===== config.mk =====
export PLATFORM = sky130hd
export DESIGN_NAME = rbReadSeq
export DESIGN_NICKNAME = d
export VERILOG_FILES = /design/src/rtl/rbSeqPkg.sv /design/src/rtl/rbSeqCtrl.sv /design/src/rtl/rbSeqData.sv /design/src/rtl/rbReadSeq.sv
export SDC_FILE = /design/constraint.sdc
export NUM_CORES = 1
export LEC_CHECK = 0
export BUFFER_PORTS_ARGS = -buffer_cell sky130_fd_sc_hd__buf_2
export CORE_ASPECT_RATIO = 1.25
export CORE_MARGIN = 8
export CORE_UTILIZATION = 45
export CTS_CLUSTER_DIAMETER = 100
export DETAILED_ROUTE_END_ITERATION = 8
export PLACE_DENSITY_LB_ADDON = 0.25
export SLEW_MARGIN = 20
export SYNTH_ARGS = -nofsm -noshare
export SYNTH_HDL_FRONTEND = slang
export SYNTH_HIERARCHICAL = 1
export SYNTH_SLANG_ARGS = --single-unit

===== constraint.sdc =====
create_clock -name clk -period 1.2 [get_ports clk]
set_input_delay 0.06 -clock clk [delete_from_list [all_inputs] [get_ports clk]]
set_output_delay 0.06 -clock clk [all_outputs]
set_load 0.005 [all_outputs]

===== src/rtl/rbSeqPkg.sv =====
package rbSeqPkg;

  typedef enum logic [1:0] {
    ST_IDLE    = 2'd0,
    ST_READY   = 2'd1,
    ST_PRESENT = 2'd2
  } seqState_e;

  // strobes from the control FSM to the datapath
  typedef struct packed {
    logic capture;  // take a snapshot of data word and control byte
    logic load;     // drive the selected slot onto txByte, raise valid
    logic clear;    // drop valid
  } seqStrobe_t;

endpackage


===== src/rtl/rbSeqCtrl.sv =====
module rbSeqCtrl
  import rbSeqPkg::*;
#(
  parameter int SEQ_LEN = 3,
  localparam int SEL_W  = (SEQ_LEN > 1) ? $clog2(SEQ_LEN) : 1
) (
  input  logic             clk,
  input  logic             rstN,
  input  logic             busCond,
  input  logic             rdStart,
  input  logic             byteReq,
  input  logic             ackValid,
  input  logic             ackNack,
  output seqStrobe_t       strobe,
  output logic [SEL_W-1:0] slotSel
);

  localparam logic [SEL_W-1:0] LAST_SLOT = SEL_W'(SEQ_LEN - 1);

  seqState_e        state, stateNext;
  logic [SEL_W-1:0] idx, idxNext;

  always_comb begin
    stateNext = state;
    idxNext   = idx;
    strobe    = '0;
    if (busCond) begin
      stateNext    = ST_IDLE;
      strobe.clear = 1'b1;
    end else if (rdStart) begin
      stateNext      = ST_READY;
      idxNext        = '0;
      strobe.capture = 1'b1;
      strobe.clear   = 1'b1;
    end else begin
      unique case (state)
        ST_READY: begin
          if (byteReq) begin
            strobe.load = 1'b1;
            stateNext   = ST_PRESENT;
          end
        end
        ST_PRESENT: begin
          if (ackValid) begin
            strobe.clear = 1'b1;
            if (ackNack) begin
              stateNext = ST_IDLE;
            end else begin
              stateNext = ST_READY;
              idxNext   = (idx == LAST_SLOT) ? '0 : idx + 1'b1;
            end
          end
        end
        default: ;
      endcase
    end
  end

  always_ff @(posedge clk) begin
    if (!rstN) begin
      state <= ST_IDLE;
      idx   <= '0;
    end else begin
      state <= stateNext;
      idx   <= idxNext;
    end
  end

  assign slotSel = idx;

endmodule


===== src/rtl/rbSeqData.sv =====
module rbSeqData
  import rbSeqPkg::*;
#(
  parameter int DATA_W  = 16,
  parameter int BYTE_W  = 8,
  localparam int NUM_DATA = DATA_W / BYTE_W,
  localparam int SEQ_LEN  = NUM_DATA + 1,
  localparam int SEL_W    = (SEQ_LEN > 1) ? $clog2(SEQ_LEN) : 1
) (
  input  logic              clk,
  input  logic              rstN,
  input  seqStrobe_t        strobe,
  input  logic [SEL_W-1:0]  slotSel,
  input  logic [DATA_W-1:0] storedData,
  input  logic [BYTE_W-1:0] ctrlByte,
  output logic [BYTE_W-1:0] txByte,
  output logic              txValid
);

  logic [SEQ_LEN-1:0][BYTE_W-1:0] slotD, slotQ;
  logic [BYTE_W-1:0]              pick;

  // data bytes most significant first, control byte in the last slot
  for (genvar g = 0; g < NUM_DATA; g++) begin : gDataSlot
    assign slotD[g] = storedData[DATA_W-1-g*BYTE_W -: BYTE_W];
  end
  assign slotD[SEQ_LEN-1] = ctrlByte;

  always_ff @(posedge clk) begin
    if (!rstN) begin
      slotQ <= '0;
    end else if (strobe.capture) begin
      slotQ <= slotD;
    end
  end

  always_comb begin
    pick = '0;
    for (int i = 0; i < SEQ_LEN; i++) begin
      if (slotSel == SEL_W'(i)) pick = slotQ[i];
    end
  end

  always_ff @(posedge clk) begin
    if (!rstN) begin
      txByte  <= '0;
      txValid <= 1'b0;
    end else if (strobe.load) begin
      txByte  <= pick;
      txValid <= 1'b1;
    end else if (strobe.clear) begin
      txValid <= 1'b0;
    end
  end

endmodule


===== src/rtl/rbReadSeq.sv =====
module rbReadSeq
  import rbSeqPkg::*;
#(
  parameter int DATA_W = 16,
  parameter int BYTE_W = 8
) (
  input  logic              clk,
  input  logic              rstN,
  input  logic              busCond,
  input  logic              rdStart,
  input  logic              byteReq,
  input  logic              ackValid,
  input  logic              ackNack,
  input  logic [DATA_W-1:0] storedData,
  input  logic [BYTE_W-1:0] ctrlByte,
  output logic [BYTE_W-1:0] txByte,
  output logic              txValid
);

  localparam int SEQ_LEN = DATA_W / BYTE_W + 1;
  localparam int SEL_W   = (SEQ_LEN > 1) ? $clog2(SEQ_LEN) : 1;

  seqStrobe_t       strobe;
  logic [SEL_W-1:0] slotSel;

  rbSeqCtrl #(.SEQ_LEN(SEQ_LEN)) uCtrl (
    .clk      (clk),
    .rstN     (rstN),
    .busCond  (busCond),
    .rdStart  (rdStart),
    .byteReq  (byteReq),
    .ackValid (ackValid),
    .ackNack  (ackNack),
    .strobe   (strobe),
    .slotSel  (slotSel)
  );

  rbSeqData #(.DATA_W(DATA_W), .BYTE_W(BYTE_W)) uData (
    .clk        (clk),
    .rstN       (rstN),
    .strobe     (strobe),
    .slotSel    (slotSel),
    .storedData (storedData),
    .ctrlByte   (ctrlByte),
    .txByte     (txByte),
    .txValid    (txValid)
  );

endmodule


Yosys cells after proc, flatten, opt, wreduce, memory -nomap -nowiden
Cells that the tools add are included.

word-level totals
  bits in registers = 37
  bits of input ports = 31
  output and inout port bits = 9
  logic and storage cells = 55

cells by class
  $add $sub $neg = 1
  equal/unequal tests = 9
  muxes and demuxes = 24
  bitwise logic cells = 2
  reduce and logical (&&, ||, !) cells = 11

operator list
  cell                   count
  $mux W8                3
  $mux W2                8
  $mux W1                12
  $reduce_bool A2 Y1     4
  $ne A2 B2 Y1 const B   3
  $ne A3 B3 Y1 const B   2
  $reduce_and A3 Y1      2
  $eq A2 B1 Y1 const B   2
  $eq A2 B2 Y1 const B   2
  $pmux W2 S2            1
  $reduce_and A4 Y1      1
  $reduce_bool A3 Y1     1
  $reduce_or A3 Y1       1
  $add A2 B1 Y2 const B  1
  $logic_not A2 Y1       1
  $not A1 Y1             2
  $reduce_or A2 Y1       1

Longest topological paths before layout
Gate-level depths: netlist of run 1.

  word-level depth = 6
  depth in mapped cells = 6
  gate-level depth less buffers = 5

Hierarchy
Netlist of run 1, hierarchy kept.

by module, submodules not included
  module     instances  cells each  area each (um^2)  seq. area each (um^2)
  rbSeqData  1          135         1396.3            660.6
  rbSeqCtrl  1          28          226.5             80.1

Worst setup path after synthesis of run 1
No wires, ideal clock.

  kind = reg2reg
  start = register uCtrl.state[1]
  end = register uData.txByte[7]
  setup time = 0.121 ns
  data arrival time = 1.084 ns
  data required time = 1.079 ns
  setup slack = -0.005 ns
  stages on the path, launching flop included = 7
  clock period less this slack = 1.205 ns
  cells stage by stage = dfxtp_1 > inv_1 > and4_2 > buf_2 > nand2_1 > a21oi_1 > nor3_2

RTL lines
  what                      line             RTL
  start: declaration        rbSeqCtrl.sv:20  seqState_e state, stateNext;
  start signal: assignment  rbSeqCtrl.sv:64  state <= stateNext;
  end signal: assignment    rbSeqData.sv:49  txByte <= pick;
  end: declaration          rbSeqData.sv:16  output logic [BYTE_W-1:0] txByte,

Final worst setup path of run 1
  start = register uCtrl.state[1]
  end = register uCtrl.idx[1] (netlist: uCtrl/slotSel[1])

between the ends
  cells in the longest elaborated chain, start to end = 3

ends and longest elaborated chain
  what                          line             RTL
  $eq A2 B2 Y1                  rbSeqCtrl.sv:36  unique case (state)
  $reduce_bool A2 Y1 (no line)  --
  $reduce_and A4 Y1 (no line)   --
  end signal: assignment        rbSeqCtrl.sv:65  idx <= idxNext;
  end: declaration              rbSeqCtrl.sv:21  logic [SEL_W-1:0] idx, idxNext;

Every way passes these cells.
A chain may end at the register's enable or synchronous reset.

==> results of run 1 <==
-- power breakdown --
part / internal, mW / switching (mW) / leakage (nW)
Combinational: 0.129 / 0.104 / 0.517
Clock: 0.676 / 0.445 / 0.0574
Sequential: 1.27 / 0.0300 / 0.302
-- metrics by stage --
stage               cells  cell area, um^2
floorplan             163             1630
global route          251             2140
global placement      242             1910
detailed placement    242             1910
finish                251             2140
CTS                   251             2050
-- synth_stat cells --
cell      count
nor2_1        2
a211oi_2      1
o21a_1        1
buf_6         3
mux2i_1      25
nand2_1       4
o21ai_0      11
a31oi_1       1
and2_1        1
and4_2        1
nor2b_1      28
dfxtp_1      37
and2b_2       6
clkbuf_1      3
nand3_1       1
inv_2         1
inv_1         2
a21oi_1       9
a211oi_1      8
nor3_2        1
and4bb_4      1
buf_4         1
nor3_1        8
buf_2         2
nand2b_1      2
nor4_1        1
or3b_1        1
and3_1        1
-- sequential cells by signal (all words and copies together) (netlist names) --
name	flops
uCtrl/state	2
uData/slotQ	24
uData/txValid	1
uCtrl/slotSel	2
uData/txByte	8
-- per-layer routing --
| metal | routed length, um | up-vias | share of wire |
|---|---|---|---|
| met5 | 0 | - | 0 |
| li1 | - | 663 | - |
| met3 | 210 | 10 | 0.053 |
| met2 | 2080 | 31 | 0.53 |
| met1 | 1560 | 611 | 0.39 |
| met4 | 102 | 0 | 0.026 |
-- layout make-up --
class                      count  share of cell area
multi-input combinational    114               0.424
tap                           39              0.0228
inverter                       3             0.00525
sequential                    37               0.346
clock buffer                   6              0.0385
clock inverter                 2              0.0175
timing repair buffer          50               0.146
-- worst max-delay path, stage by stage (launching register included) --
cell and delay [ns]:
dfxtp_2 0.33, buf_6 0.11, and4bb_4 0.19, or3b_1 0.36, a31oi_1 0.14
-- layout by cell type, fill, tap and decap left out, types with 6 or more instances in the layout --
| cell type | Yosys | layout |
|---|---|---|
| buf_2 | 2 | 39 |
| dfxtp_1 | 37 | 36 |
| nor2b_1 | 28 | 27 |
| mux2i_1 | 25 | 25 |
| o21ai_0 | 11 | 11 |
| a211oi_2 | 1 | 8 |
| nor3_1 | 8 | 8 |
| buf_4 | 1 | 7 |
| a21oi_2 | 0 | 7 |
| clkbuf_8 | 0 | 6 |
| and2b_2 | 6 | 6 |
-- path summary, 6_finish.rpt --
check | from | to | slack, ns | depth (start not counted)
max | uCtrl/state[1] | uCtrl/slotSel[1] | -0.01 | 4
min | storedData[1] | uData/slotQ[9] | 0.02 | 3
max reg2reg | uCtrl/state[1] | uCtrl/slotSel[1] | -0.01 | 4
min reg2reg | uData/slotQ[3] | uData/slotQ[3] | 0.52 | 2
-- kinds of logic after synthesis --
| kind of cell | share of synthesized area |
|---|---|
| DFF | 0.456 |
| AOI/OAI and AO/OA | 0.115 |
| buffers and inverters | 0.0455 |
| muxes | 0.154 |
| and+or+nand+nor | 0.229 |
-- timing repair --
action                     in CTS  in global routing
hold buffers                    0                  0
buffers inserted                1                  0
setup endpoints to repair      10                 11
gates resized for setup         5                 20
pin swaps                       3                  5
==> out/results.txt, run 1 <==
fin crit period -> 1.21 ns
Layout area overhead -> 32.2%
syn_area_per_cell -> 9.96 um^2
clock skew -> 0.0111 ns
Worst Setup Start Kind -> register
Mapped Cells -> 163
Routed WL per cell -> 15.8 um
total of max-cap violations -> 0
Vias/cell -> 5.24
M2 GR Usage -> 0.238
hold slack -> 0.0164 ns
setup_tns -> -0.0109 ns
DIE WIDTH -> 69.7 um
violated checks -> negative setup slack
worst slew pin tran -> 0.370 ns
Final #Nets -> 242
CTS buffer count -> 5
leak pwr -> 0.876 nW
all-layer global routing usage -> 0.136
first-pass GRT wire length -> 6530 um
# DRC -> 0
flops & latches, synth -> 37
DP Worst Slack -> -0.0525 ns
top post-synthesis cells by area -> dfxtp_1 (46%), mux2i_1 (15%), nor2b_1 (11%)
clk sink count -> 37
VDD IR max -> 0.997 mV
layout cells sized above 1 -> 0.415
worst path required time -> 1.41 ns
Final Cycle Share -> 1.01
post-synth top area share -> 0.456
Synth Cell Area -> 1620 um^2
CP Class -> reg2reg
M1 GR Usage -> 0.137
Vias -> 1315
CTS tree -> yes
First DRT Iteration DRCs -> 64
worst-path maximum fanout -> 2
max-slew violation count -> 0
synth warn -> 6
area occupied by multi-input gates -> 908 um^2
met3 usage -> 0.0512
Total Wirelength -> 3960 um
RSZ-0062 raised after global routing -> yes
Crit path arrival time -> 1.42 ns
layer with the highest usage -> met2
max_slew headroom -> 0.753
Achievable Freq -> 826 MHz
PortBufs -> 39
post-DP HPWL -> 2850 um
Crit. End Element -> register
row cnt -> 24
Die Y -> 83.1 um
CTS H-tree lvls -> 2
outcome -> complete, but fails checks
Setup violations, final -> 1
routability cong. -> 0.816
clk root buf -> clkbuf_8
Clock Latency Late Sink -> 0.30 ns
Die ar. -> 5800 um^2
Net Count, Synth -> 194
initial antenna violation count -> 0
Hold Fails Final Rpt -> 0
remaining antenna violation count -> 0
area leader, netlist -> dfxtp_1
vias in the first global route -> 1444
Setup WS post-layout -> -0.0109 ns
Core Util, Final -> 0.616
PwrDens -> 1240 nW/um^2
grt ovf -> 0
Overall Power -> 2.66 mW
antenna cell count -> 0
Yosys cell types -> 28
post-synthesis sequential area ratio -> 0.456
io pins -> 40
fill cell count -> 298
worst hold path class -> in2reg
register area -> 742 um^2
largest net degree at the start of global routing -> 27
initial core utilization -> 0.466
Max Buffers Root-to-Sink -> 2
drt first pass iters -> 4
Core Footprint -> 3480 um^2
Worst-path clk slew -> 0.08 ns
(Power assumes the default switching activity.)
==> inputs of run 2 (changes only) <==
--- a/config.mk
+++ b/config.mk
@@ -15,5 +15,4 @@
 export SLEW_MARGIN = 20
 export SYNTH_ARGS = -nofsm -noshare
 export SYNTH_HDL_FRONTEND = slang
-export SYNTH_HIERARCHICAL = 1
 export SYNTH_SLANG_ARGS = --single-unit
==> out/results.txt, run 2 <==
register area -> 743 um^2 (+0.17%)
area occupied by multi-input gates -> 752 um^2 (-17%)
PortBufs -> 39 (unchanged)
Vias -> 1426 (+8.4%)
most frequent cells in the layout -> nand2_1 (53), buf_2 (39), dfxtp_1 (35)
Post-synth top flop -> dfxtp_1
layout cells sized above 1 -> 0.333 (-0.0818)
number of synthesized flops with an enable pin -> 0 (unchanged)
DIE WIDTH -> 68.8 um (-1.3%)
vias in the first global route -> 1378 (-4.6%)
violated checks -> negative setup slack
Synth Area in XOR/XNOR -> 0 (unchanged)
max reg flops -> 24 (unchanged)
worst hold path class -> in2reg
most common cell after layout, fill and taps aside -> nand2_1
routability cong. -> 0.787 (-3.5%)
post-DP HPWL -> 2840 um (-0.29%)
post-synth top area share -> 0.473 (+0.0164)
Crit. End Element -> register
Final #Nets -> 267 (+10%)
initial core utilization -> 0.458 (-0.00827)
post-synthesis sequential area ratio -> 0.473 (+0.0164)
Reg2Reg Depth -> 3 (-1)
CP Class -> reg2reg
top post-synthesis cells by area -> dfxtp_1 (47%), nand2_1 (13%), a21oi_1 (8.3%)
total of max-cap violations -> 0 (unchanged)
Routed WL per cell -> 13.7 um (-13%)
Yosys cell types -> 23 (-18%)
antenna cell count -> 0 (unchanged)
Post-Layout Inst Area -> 2010 um^2 (-6.4%)
synth warn -> 0 (-6)
max-slew violation count -> 0 (unchanged)
Total Wirelength -> 3770 um (-4.6%)
First DRT Iteration DRCs -> 58 (-9.4%)
clock skew -> 0.00454 ns (-0.00657 ns)
Final Cycle Share -> 1.07 (+0.0601)
Clock Latency Late Sink -> 0.28 ns (-0.02 ns)
Mapped Cells -> 184 (+13%)
Die ar. -> 5640 um^2 (-2.7%)
Max Buffers Root-to-Sink -> 2 (unchanged)
Crit path arrival time -> 1.50 ns (+0.08 ns)
Hold Crit Depth -> 3 (unchanged)
top-count cell post-synth -> nand2_1
max_slew headroom -> 0.819 (+0.0660)
Top reg by flops -> uData.slotQ
Vias/cell -> 5.17 (-1.4%)
RSZ-0062 raised after global routing -> yes
Worst-path clk slew -> 0.07 ns (about the same)
post-cts resize count -> 0 (-5)
VDD IR max -> 0.913 mV (-8.4%)
Achievable Freq -> 779 MHz (-5.6%)
Setup WS post-layout -> -0.0831 ns (-0.0721 ns)
all-layer global routing usage -> 0.139 (+0.00317)
# DRC -> 0 (unchanged)
Setup violations, final -> 10 (+9)
Layout area overhead -> 28.1%
hold slack -> 0.00633 ns (-0.0101 ns)
outcome -> complete, but fails checks
Hold Fails Final Rpt -> 0 (unchanged)
Placement Cell Area -> 1890 um^2 (-0.92%)
Synth Cell Area -> 1570 um^2 (-3.5%)
leading registers by flop count -> uData.slotQ: 24 flops, uData.txByte: 8 flops
remaining antenna violation count -> 0 (unchanged)
worst path required time -> 1.41 ns (about the same)
fill cell count -> 332 (+11%)
first-pass GRT wire length -> 6020 um (-7.9%)
CTS tree -> yes
flops & latches, synth -> 37 (unchanged)
worst-path maximum fanout -> 6 (+4)
leak pwr -> 0.817 nW (-6.7%)
PwrDens -> 1160 nW/um^2 (-6.3%)
Commonest cells post-synth -> nand2_1 (53), dfxtp_1 (37), a21oi_1 (26)
largest family of logic cells by synthesized area -> simple AND/OR/NAND/NOR gates
syn_area_per_cell -> 8.51 um^2 (-14%)
initial antenna violation count -> 0 (unchanged)
drt first pass iters -> 4 (unchanged)
Worst Setup Start Kind -> register
worst slew pin tran -> 0.270 ns (-0.100 ns)
CTS buffer count -> 5 (unchanged)
clk sink count -> 37 (unchanged)
Core Footprint -> 3420 um^2 (-1.7%)
Die Y -> 82.0 um (-1.4%)
clk root buf -> clkbuf_8
Synth async-reset ratio -> 0 (unchanged)
CTS H-tree lvls -> 2 (unchanged)
grt ovf -> 0 (unchanged)
adder-cell area share of the yosys netlist -> 0 (unchanged)
DP Worst Slack -> -0.0592 ns (-0.00667 ns)
fin crit period -> 1.28 ns (+0.0721 ns)
area leader, netlist -> dfxtp_1
Synth Area in Compound Gates -> 0.200 (+0.0848)
row cnt -> 24 (unchanged)
largest net degree at the start of global routing -> 25 (-7.4%)
io pins -> 40 (unchanged)
mux cell area share after synthesis -> 0.0511 (-0.103)
post-synthesis simple-gate area fraction -> 0.229 (+0.000243)
Net Count, Synth -> 215 (+11%)
Core Util, Final -> 0.586 (-0.0294)
-- run 2: cell count changes in the layout (fill, tap and decap cells not counted), sizes merged, moves of 9 or more --
cell / change
a21oi: +17
o21ai: -10
mux2i: -17
nor2b: -26
nand2: +49
o211ai: +9
-- run 2: power breakdown --
group	switching, mW	total, mW	internal, mW
logic	0.113	0.221	0.108
registers	0.0229	1.29	1.27
clock network	0.413	0.815	0.402
total	0.549	2.33	1.78
-- run 2: cell families (layout without fill, tap and decap cells) --
kind of cell | Yosys count | after routing
AND/OR/NAND/NOR | 76 | 76
multiplexers | 8 | 8
AO/OA/AOI/OAI | 47 | 47
flip-flops | 37 | 37
buffers and inverters | 16 | 69
-- run 2: what timing repair did --
action                                  4_1_cts  5_1_grt
endpoints found under the setup margin       10       10
endpoints found under the hold margin         1        0
setup buffers                                 2        1
pin swaps                                     0        2
hold buffers                                  1        0
-- run 2: worst paths after layout --
path | startpoint | endpoint | slack (ns)
setup reg to reg | uCtrl.state[1] | uCtrl.slotSel[1] | -0.08
hold reg to reg | uData.slotQ[13] | uData.slotQ[13] | 0.45
setup / recovery | uCtrl.state[1] | uCtrl.slotSel[1] | -0.08
hold / removal | storedData[7] | uData.slotQ[15] | 0.006
-- run 2: area by class of cell --
class                   instances  area share
flip-flops and latches         37       0.370
well taps                      39      0.0243
clock inverters                 2     0.00499
inverters                       2     0.00374
repair buffers                 59       0.186
clock buffers                   6      0.0362
multi-input cells             131       0.375
-- run 2: critical path, cell delays in order, from the launching register on --
cell and delay (ns):
dfxtp_2 0.35, and4bb_2 0.25, or3b_2 0.44, a31oi_1 0.17
-- run 2: per-stage QoR --
| stage | cells | power, mW | setup TNS, ns |
|---|---|---|---|
| finish | 276 | 2.33 | -0.330 |
| detailed placement | 264 | 1.54 | -0.351 |
| floorplan | 184 | 1.43 | -0.360 |
| CTS | 275 | 2.35 | -0.413 |
| global route | 276 | 2.44 | -1.11 |
| global placement | 264 | 1.54 | -0.254 |
-- run 2: metal layers --
metal,wire [um],vias up,GRT usage
li1,-,742,-
met1,1680,650,0.161
met2,1860,28,0.233
met3,181,6,0.0409
met4,60,0,0.0543
met5,0,-,0
==> inputs of run 3 (changes only) <==
--- a/config.mk
+++ b/config.mk
@@ -8,7 +8,8 @@
 export BUFFER_PORTS_ARGS = -buffer_cell sky130_fd_sc_hd__buf_2
 export CORE_ASPECT_RATIO = 1.25
 export CORE_MARGIN = 8
-export CORE_UTILIZATION = 45
+export CORE_UTILIZATION = 35
+export CTS_BUF_LIST = sky130_fd_sc_hd__clkbuf_8
 export CTS_CLUSTER_DIAMETER = 100
 export DETAILED_ROUTE_END_ITERATION = 8
 export PLACE_DENSITY_LB_ADDON = 0.25
==> out/results.txt, run 3 (synthesis results as in run 2) <==
Die ar. -> 6890 um^2 (+22%)
Max Buffers Root-to-Sink -> 2 (unchanged)
Routed WL per cell -> 13.5 um (-0.94%)
worst slew pin tran -> 0.296 ns (+0.0263 ns)
Post-Layout Inst Area -> 2060 um^2 (+2.6%)
clock skew -> 0.00360 ns (-0.000937 ns)
Placement Cell Area -> 1930 um^2 (+1.8%)
max reg flops -> 24 (unchanged)
VDD IR max -> 0.631 mV (-31%)
dpl cells -> 286 (+8.3%)
Setup violations, final -> 5 (-5)
antenna cell count -> 0 (unchanged)
largest net degree at the start of global routing -> 25 (unchanged)
drt first pass iters -> 4 (unchanged)
vias in the first global route -> 1414 (+2.6%)
worst hold path class -> in2reg
RSZ-0062 raised after global routing -> yes
Crit. End Element -> register
Top reg by flops -> uData.slotQ
clk root buf -> clkbuf_8
CTS H-tree lvls -> 2 (unchanged)
area occupied by multi-input gates -> 757 um^2 (+0.67%)
most common cell after layout, fill and taps aside -> nand2_1
Clock Latency Late Sink -> 0.28 ns (about the same)
Worst-path clk slew -> 0.07 ns (about the same)
routability cong. -> 0.758 (-3.8%)
Hold-fix buffers, CTS -> 0 (-1)
leading registers by flop count -> uData.slotQ: 24 flops, uData.txByte: 8 flops
PortBufs -> 39 (unchanged)
layout cells sized above 1 -> 0.342 (+0.00844)
all-layer global routing usage -> 0.120 (-0.0192)
Hold Fails Final Rpt -> 0 (unchanged)
worst path required time -> 1.37 ns (-0.04 ns)
grt ovf -> 0 (unchanged)
Vias -> 1414 (-0.84%)
worst-path maximum fanout -> 9 (+3)
final std cells w/o fill -> 295 (+6.9%)
remaining antenna violation count -> 0 (unchanged)
initial core utilization -> 0.359 (-0.0981)
CP Class -> reg2reg
clk sink count -> 37 (unchanged)
Layout area overhead -> 31.5%
crit path cell chain -> nor4b_4 -> buf_6 -> o211ai_1 -> o221a_2
Die Y -> 90.8 um (+11%)
violated checks -> negative setup slack
CTS buffer count -> 5 (unchanged)
First DRT Iteration DRCs -> 90 (+55%)
CTS tree -> yes
Core Footprint -> 4360 um^2 (+27%)
Total Wirelength -> 4000 um (+5.9%)
Final #Nets -> 267 (unchanged)
fill cell count -> 479 (+44%)
outcome -> complete, but fails checks
Setup WS post-layout -> -0.0255 ns (+0.0575 ns)
initial antenna violation count -> 0 (unchanged)
Crit path arrival time -> 1.40 ns (-0.10 ns)
Vias/cell -> 4.79 (-7.2%)
Slowest cell on crit path -> dfxtp_2
io pins -> 40 (unchanged)
fin crit period -> 1.23 ns (-0.0575 ns)
Largest stage delay, worst path -> 0.34 ns (-0.10 ns)
max-slew violation count -> 0 (unchanged)
row cnt -> 27 (+13%)
Overall Power -> 2.60 mW (+12%)
PwrDens -> 1260 nW/um^2 (+8.8%)
Core Util, Final -> 0.473 (-0.114)
register area -> 744 um^2 (+0.17%)
Final Cycle Share -> 1.02 (-0.0480)
total of max-cap violations -> 0 (unchanged)
Achievable Freq -> 816 MHz (+4.7%)
max_slew headroom -> 0.802 (-0.0175)
# DRC -> 0 (unchanged)
first-pass GRT wire length -> 6460 um (+7.3%)
DIE WIDTH -> 75.8 um (+10%)
leak pwr -> 0.837 nW (+2.4%)
post-DP HPWL -> 3040 um (+7.1%)
Worst Setup Start Kind -> register
most frequent cells in the layout -> nand2_1 (53), buf_2 (39), dfxtp_1 (34)
-- run 3: final cells by class --
type                            instances  area share
Multi-Input combinational cell        131       0.368
Clock buffer                            6      0.0401
Tap cell                               58      0.0352
Sequential cell                        37       0.361
Timing Repair Buffer                   59       0.176
Inverter                                2     0.00365
Clock inverter                          2      0.0164
-- run 3: critical path: cells and delay by family, from the launching register on --
| family | cells | cell delay, ns |
|---|---|---|
| compound gates | 2 | 0.35 |
| buf+inv | 1 | 0.18 |
| flops | 1 | 0.34 |
| simple gates | 1 | 0.25 |
-- run 3: routing by layer --
metal / vias up / wire, um / part of all wire / track usage
met5: - / 0 / 0 / 0
met4: 0 / 50 / 0.013 / 0.0531
met3: 4 / 131 / 0.033 / 0.0256
met2: 28 / 2090 / 0.52 / 0.195
met1: 645 / 1720 / 0.43 / 0.143
li1: 737 / - / - / -
-- run 3: report_power, final --
group | total (mW) | switching, mW | internal, mW | leakage, nW
Sequential | 1.29 | 0.0214 | 1.27 | 0.303
Clock | 1.09 | 0.421 | 0.669 | 0.0626
Combinational | 0.219 | 0.116 | 0.103 | 0.472
Total | 2.60 | 0.558 | 2.04 | 0.837
-- run 3: stage by stage --
step	hold WS, ns	TNS, ns	setup WS [ns]
finish	0.00770	-0.0618	-0.0255
global route	0.00262	-0.595	-0.0909
CTS	0.00192	-0.141	-0.0400
detailed placement	0.307	-0.250	-0.0593
global placement	0.302	-0.115	-0.0589
floorplan	0.132	-0.360	-0.0450
-- run 3: final timing paths --
check / slack (ns) / cells after the start / start / endpoint
setup / recovery: -0.03 / 4 / uCtrl.state[1] / uData.txByte[5]
hold reg to reg: 0.45 / 2 / uData.slotQ[8] / uData.slotQ[8]
setup reg to reg: -0.03 / 4 / uCtrl.state[1] / uData.txByte[5]
hold / removal: 0.008 / 3 / storedData[15] / uData.slotQ[7]
-- run 3: repair_timing --
item | in CTS | in global routing
resized for setup | 4 | 0
setup buffers | 1 | 0
hold endpoints to repair | 0 | 0
pin swaps | 4 | 3
setup endpoints to repair | 10 | 10
